## src/rtl/hzfc_pkg.sv

```systemverilog
package hzfc_pkg;
  typedef enum logic {
    SCAN_IDLE = 1'b0,
    SCAN_RUN  = 1'b1
  } scan_st_e;
endpackage

```

## src/rtl/hzfc_hz_bank.sv

```systemverilog
module hzfc_hz_bank #(
  parameter int NUM_CH = 8,
  parameter int TIME_W = 16,
  localparam int CH_W  = $clog2(NUM_CH)
) (
  input  logic                     clk,
  input  logic                     rst_n,
  input  logic                     wr_en,
  input  logic [CH_W-1:0]          wr_ch,
  input  logic [TIME_W-1:0]        wr_val,
  output logic [NUM_CH*TIME_W-1:0] hz_flat
);
  logic [TIME_W-1:0] hz_q [NUM_CH];

  for (genvar g = 0; g < NUM_CH; g++) begin : g_slot
    always_ff @(posedge clk) begin
      if (!rst_n) begin
        hz_q[g] <= '0;
      end else if (wr_en && (wr_ch == CH_W'(g))) begin
        hz_q[g] <= wr_val;
      end
    end
    assign hz_flat[g*TIME_W +: TIME_W] = hz_q[g];
  end
endmodule

```

## src/rtl/hzfc_rank_count.sv

```systemverilog
module hzfc_rank_count #(
  parameter int NUM_CH = 8,
  parameter int TIME_W = 16,
  localparam int CNT_W = $clog2(NUM_CH + 1)
) (
  input  logic [NUM_CH*TIME_W-1:0] hz_flat,
  input  logic [TIME_W-1:0]        cand,
  output logic [CNT_W-1:0]         free_cnt
);
  // Number of channels that are free at time 'at' (horizon <= at).
  function automatic logic [CNT_W-1:0] count_free(
    input logic [NUM_CH*TIME_W-1:0] hz,
    input logic [TIME_W-1:0]        at
  );
    logic [CNT_W-1:0] n;
    n = '0;
    for (int i = 0; i < NUM_CH; i++) begin
      if (hz[i*TIME_W +: TIME_W] <= at) n = n + CNT_W'(1);
    end
    return n;
  endfunction

  assign free_cnt = count_free(hz_flat, cand);
endmodule

```

## src/rtl/hzfc_scan.sv

```systemverilog
module hzfc_scan
  import hzfc_pkg::*;
#(
  parameter int NUM_CH = 8,
  parameter int TIME_W = 16,
  parameter int THR_W  = $clog2(NUM_CH + 1) + 1,
  localparam int IDX_W = $clog2(NUM_CH),
  localparam int CNT_W = $clog2(NUM_CH + 1)
) (
  input  logic                     clk,
  input  logic                     rst_n,
  input  logic                     start,
  input  logic [THR_W-1:0]         thresh,
  input  logic [TIME_W-1:0]        now_time,
  input  logic [NUM_CH*TIME_W-1:0] hz_flat,
  output logic                     scan_done,
  output logic [TIME_W-1:0]        final_time,
  output logic [THR_W-1:0]         k_cur
);
  scan_st_e          st_q;
  logic [IDX_W-1:0]  idx_q;
  logic [TIME_W-1:0] best_q;
  logic [TIME_W-1:0] best_nx;
  logic [TIME_W-1:0] cand;
  logic [CNT_W-1:0]  free_cnt;
  logic              cand_ok;

  // Advertised time from the selected horizon, threshold and current time.
  function automatic logic [TIME_W-1:0] shape_time(
    input logic [TIME_W-1:0] sel,
    input logic [THR_W-1:0]  k,
    input logic [TIME_W-1:0] now
  );
    if (k == '0)  return now;
    if (sel < now) return now;
    return sel;
  endfunction

  assign cand = hz_flat[idx_q*TIME_W +: TIME_W];

  hzfc_rank_count #(.NUM_CH(NUM_CH), .TIME_W(TIME_W)) u_rank (
    .hz_flat  (hz_flat),
    .cand     (cand),
    .free_cnt (free_cnt)
  );

  assign cand_ok    = (THR_W'(free_cnt) >= k_cur);
  assign best_nx    = (cand_ok && (cand < best_q)) ? cand : best_q;
  assign scan_done  = (st_q == SCAN_RUN) && (idx_q == IDX_W'(NUM_CH - 1)) && !start;
  assign final_time = shape_time(best_nx, k_cur, now_time);

  always_ff @(posedge clk) begin
    if (!rst_n) begin
      st_q   <= SCAN_IDLE;
      idx_q  <= '0;
      best_q <= '1;
      k_cur  <= '0;
    end else if (start) begin
      st_q   <= SCAN_RUN;
      idx_q  <= '0;
      best_q <= '1;
      k_cur  <= thresh;
    end else if (st_q == SCAN_RUN) begin
      best_q <= best_nx;
      idx_q  <= idx_q + IDX_W'(1);
      if (idx_q == IDX_W'(NUM_CH - 1)) st_q <= SCAN_IDLE;
    end
  end
endmodule

```

## src/rtl/hzfc_gen.sv

```systemverilog
module hzfc_gen #(
  parameter int NUM_CH = 8,
  parameter int TIME_W = 16,
  parameter int THR_W  = $clog2(NUM_CH + 1) + 1,
  localparam int CH_W  = $clog2(NUM_CH)
) (
  input  logic              clk,
  input  logic              rst_n,
  input  logic [TIME_W-1:0] now_time,
  input  logic              hz_wr,
  input  logic [CH_W-1:0]   hz_wr_ch,
  input  logic [TIME_W-1:0] hz_wr_val,
  input  logic [THR_W-1:0]  thresh,
  output logic [TIME_W-1:0] adv_time,
  output logic              adv_strobe
);
  logic [NUM_CH*TIME_W-1:0] hz_flat;
  logic                     scan_done;
  logic [TIME_W-1:0]        final_time;
  logic [THR_W-1:0]         k_cur;

  hzfc_hz_bank #(.NUM_CH(NUM_CH), .TIME_W(TIME_W)) u_bank (
    .clk     (clk),
    .rst_n   (rst_n),
    .wr_en   (hz_wr),
    .wr_ch   (hz_wr_ch),
    .wr_val  (hz_wr_val),
    .hz_flat (hz_flat)
  );

  hzfc_scan #(.NUM_CH(NUM_CH), .TIME_W(TIME_W), .THR_W(THR_W)) u_scan (
    .clk        (clk),
    .rst_n      (rst_n),
    .start      (hz_wr),
    .thresh     (thresh),
    .now_time   (now_time),
    .hz_flat    (hz_flat),
    .scan_done  (scan_done),
    .final_time (final_time),
    .k_cur      (k_cur)
  );

  always_ff @(posedge clk) begin
    if (!rst_n) begin
      adv_time   <= '0;
      adv_strobe <= 1'b0;
    end else begin
      adv_strobe <= 1'b0;
      if (scan_done && (final_time != adv_time)) begin
        adv_time   <= final_time;
        adv_strobe <= 1'b1;
      end
    end
  end
endmodule

```

## config.mk

```make
export PLATFORM = sky130hd
export DESIGN_NAME = hzfc_gen
export DESIGN_NICKNAME = d
export VERILOG_FILES = /design/src/rtl/hzfc_pkg.sv /design/src/rtl/hzfc_hz_bank.sv /design/src/rtl/hzfc_rank_count.sv /design/src/rtl/hzfc_scan.sv /design/src/rtl/hzfc_gen.sv
export SDC_FILE = /design/constraint.sdc
export NUM_CORES = 1
export LEC_CHECK = 0
export BUFFER_PORTS_ARGS = -buffer_cell sky130_fd_sc_hd__buf_2
export CAP_MARGIN = 20
export CORE_ASPECT_RATIO = 0.7
export CORE_MARGIN = 2
export CORE_UTILIZATION = 50
export CTS_BUF_LIST = sky130_fd_sc_hd__clkbuf_4
export CTS_CLUSTER_SIZE = 20
export DETAILED_ROUTE_END_ITERATION = 12
export HOLD_SLACK_MARGIN = 0.05
export PLACE_DENSITY_LB_ADDON = 0.1
export RECOVER_POWER = 50
export SETUP_SLACK_MARGIN = 0.15
export SYNTH_ARGS = -nofsm -noshare
export SYNTH_HDL_FRONTEND = slang
export SYNTH_HIERARCHICAL = 1
export SYNTH_SLANG_ARGS = --single-unit
```

## constraint.sdc

```tcl
create_clock -name clk -period 22.4 [get_ports clk]
set_input_delay 6.72 -clock clk [delete_from_list [all_inputs] [get_ports clk]]
set_output_delay 6.72 -clock clk [all_outputs]
set_load 0.03 [all_outputs]
```

==> impl_results.md <==
- Outcome: complete, but fails checks
- Violated checks: DRC, capacitance limit, slew limit
- Number of distinct library cells after synthesis: 73
- Critical R2R Launch: u_scan/idx_q[0]
- Standard cell core area: 23,800 um^2
- Initial antenna violation count: 1
- Library cell with the highest instance count after synthesis: ha_1
- Count of pins on the block boundary: 60
- Reg-to-reg slack, setup: 9170 ps
- Mean number of vias per cell: 6.09
- Post-synthesis instance total: 1,191
- Slowest cell on the critical path: o41a_1
- Worst slew margin relative to its limit: -0.385
- Type of the tightest min-delay check: reg -> reg
- Remaining antenna violation count: 0
- Postcts setup bufs: 0
- Number of synthesized flops with an enable pin: about 130
- Final cell utilization of the core: 0.552
- DPL Wire Length: 27,900 um
- Worst endpoint data arrival time: 13,730 ps
- Number of H-tree levels: 4
- Setup violators final: 0
- Primary FF master, synth: edfxtp_1
- Post-detailed-routing wire length: 37,000 um
- Cts hold-fix bufs: 0
- Layout cell share with drive strength beyond 1: 0.138
- CP Data Required Time: 22,900 ps
- Sink of the worst hold path: adv_time[3]
- Clock edge transition at the registers on the reported setup and hold paths: approximately 150 ps
- Post-route fraction of the period consumed by the critical path: 0.590
- Number of flip-flops and latches in the synthesized netlist: 170
- Leading post-synthesis cells by cell area: edfxtp_1 (31%), ha_1 (18%), dfxtp_1 (6.9%)
- Global placement routability congestion: 0.966
- Sequential cell area fraction in the yosys report: 0.383
- Effective utilization at floorplan: 0.513
- Startpoint type of the worst setup path: register
- WL per Instance: roughly 24 um
- Total Neg Setup Slack: 0 ps
- Root buffer selected by CTS: clkbuf_4
- Cell mode on critical path: ha_1
- Post-synthesis cell area: ~12,000 um^2
- # clock sinks: 170
- Most frequent cells after synthesis: ha_1 (171), nor2_1 (170), edfxtp_1 (128)
- Number of hold-slack violations in the final timing report: 0
- Width of the die: 191 um
- Total via count after detailed routing: 9,574
- YS warnings: 6
- Count of fill cells added during filler insertion: approximately 2,200
- Num CTS Buffers: 17
- Worst vdd rail ir drop: 103 uV
- GRT Total Usage: 0.296
- Number of global-route vias before repair: 8,886
- Starting DRT DRC Count: 1,078
- Total routed wire length on the met1 layer: 17,900 um
- Share of async-settable or async-resettable flops after synthesis: 0
- Number of cells on the worst hold path: 2
- Transition time of the tightest slew-check pin: 2080 ps
- Wire length on met2: 14,300 um
- Final layout net count: 1,455
- Biggest fanout along the worst timing path: 33
- Count of cells along the worst register-to-register path: 48
- Leakage power summed over all cells: 5.43 nW
- Grt ovf: 0
- Maximum number of pins on one net before global-route repair: 53
- Worst Min Path Start: adv_time[3]
- Worst clock skew: 19.5 ps
- CTS tree: yes
- Power density normalized to cell area: 120 nW/um^2
- Upper clock frequency limit: 0.0756 GHz
- Max-capacitance violation count: 2
- Largest buffer count on any clock path: 2
- Type of the worst setup path: reg -> reg
- Wire length of the first global-routing pass: between 50,000 and 60,000 um
- Resize count post-CTS: 0
- Clock latency at the later pin of the worst-skew pair: 600 ps
- Area leader, netlist: edfxtp_1
- Area grow syn2layout: 7.56%
- Mean cell area of the mapped netlist: about 10 um^2
- Biggest cell delay along the critical path: 860 ps
- Total met3 wirelength after detailed routing: 4010 um
- Fraction of post-synthesis cell area in the top cell type by area: 0.314
- Final Max Tran Viols: 84
- Topmost layer with routed signal wires: met4
- Setup repair after global routing missed its margin: false
- Net count after synthesis: 1,405
- Die H: around 130 um
- Number of rows in the core area: 47
- Total iterations of the first detailed-routing run: 9
- CP endpoint kind: register
- Area of the die: 25,700 um^2
- Time the final worst path needs with I/O delays and setup: 13,230 ps
- DRC Markers: 2
- R2R Path End: adv_strobe
- Count of buffers from port buffering: 59
==> how the worst max path moves through the flow <==
stage / start / to / cells after the start / slack, ps
after floorplan: u_scan/idx_q[0] / adv_strobe / 51 / 12030
after detailed placement: u_scan/idx_q[0] / adv_strobe / 47 / 9260
after CTS: u_scan/idx_q[0] / adv_strobe / 47 / 9180
after global placement: u_scan/idx_q[0] / adv_strobe / 47 / 9530
after global routing: u_scan/idx_q[0] / adv_strobe / 48 / 8280
final: u_scan/idx_q[0] / adv_strobe / 48 / 9170
==> layout by cell type (no fill, tap or decap), types with 12 or more instances in the layout <==
cell	Yosys	layout
xnor2_1	27	27
clkbuf_4	0	18
nand3b_1	20	20
nand2_1	87	87
ha_1	171	171
dfxtp_1	42	41
inv_1	87	89
o211ai_1	22	22
o21ai_0	34	29
mux2i_1	42	42
nor2b_1	17	17
mux4_2	32	32
buf_2	13	57
buf_4	0	14
o21a_1	12	12
nand4_1	32	32
nor2_1	170	170
a21oi_1	71	71
edfxtp_1	128	128
nand3_1	27	27
==> stage by stage <==
stage	cell area [um^2]	setup WS, ps	instances	hold slack (ps)	total power [W]
2_1_floorplan	12200	12030	1191	455	0.00113
3_3_place_gp	12800	9530	1538	469	0.00133
5_1_grt	13100	8280	1573	520	0.00169
3_5_place_dp	12800	9260	1538	476	0.00134
4_1_cts	13100	9180	1570	498	0.00155
6_report	13100	9170	1573	499	0.00157
==> layer usage <==
metal | GRT usage | up-vias
met3 | 0.0751 | 42
met1 | 0.467 | 4593
met5 | 0 | -
met2 | 0.395 | 468
met4 | 0.0771 | 0
li1 | - | 4471
==> kinds of logic (layout without fill, tap and decap cells) <==
logic type / after synthesis / in the layout / share of synthesized area
buffers and inverters: 134 / 197 / 0.0450
other: 0 / 1 / 0
XOR/XNOR: 34 / 34 / 0.0266
AO/OA/AOI/OAI: 194 / 194 / 0.104
adder cells (fa/ha/maj): 171 / 171 / 0.175
flip-flops: 170 / 170 / 0.383
multiplexers: 92 / 92 / 0.114
AND/OR/NAND/NOR: 396 / 396 / 0.153
==> critical path, delay by kind of cell (launching register included) <==
kind	cells	cell delay, ps
compound gates	14	3980
xor+xnor	6	1580
fa+ha+maj	5	1370
buf+inv	7	1680
flops	1	340
mux	3	1320
simple gates	13	2810
==> power breakdown <==
group	leakage [nW]	switching (W)	total, W	internal (W)
registers	1.58	0.0000236	0.000392	0.000368
logic	3.67	0.000574	0.000982	0.000408
clock network	0.176	0.000119	0.000199	0.0000801
==> state kept, by name, summed over array words and instances (netlist names) <==
signal	cells
adv_strobe	1
adv_time	16
u_bank/hz_q	128
u_scan/best_q	16
u_scan/idx_q	3
u_scan/k_cur	5
u_scan/st_q	1
==> final cells by class <==
cell class	count	area (um^2)	area share
sequential	170	4690	0.356
timing repair buffer	78	432	0.0328
inverter	87	327	0.0248
clock inverter	14	171	0.0130
antenna	1	2.50	0.000190
tap	318	398	0.0303
multi-input combinational	887	6990	0.532
clock buffer	18	135	0.0103
Note: power is estimated with default switching activity, not from simulation.
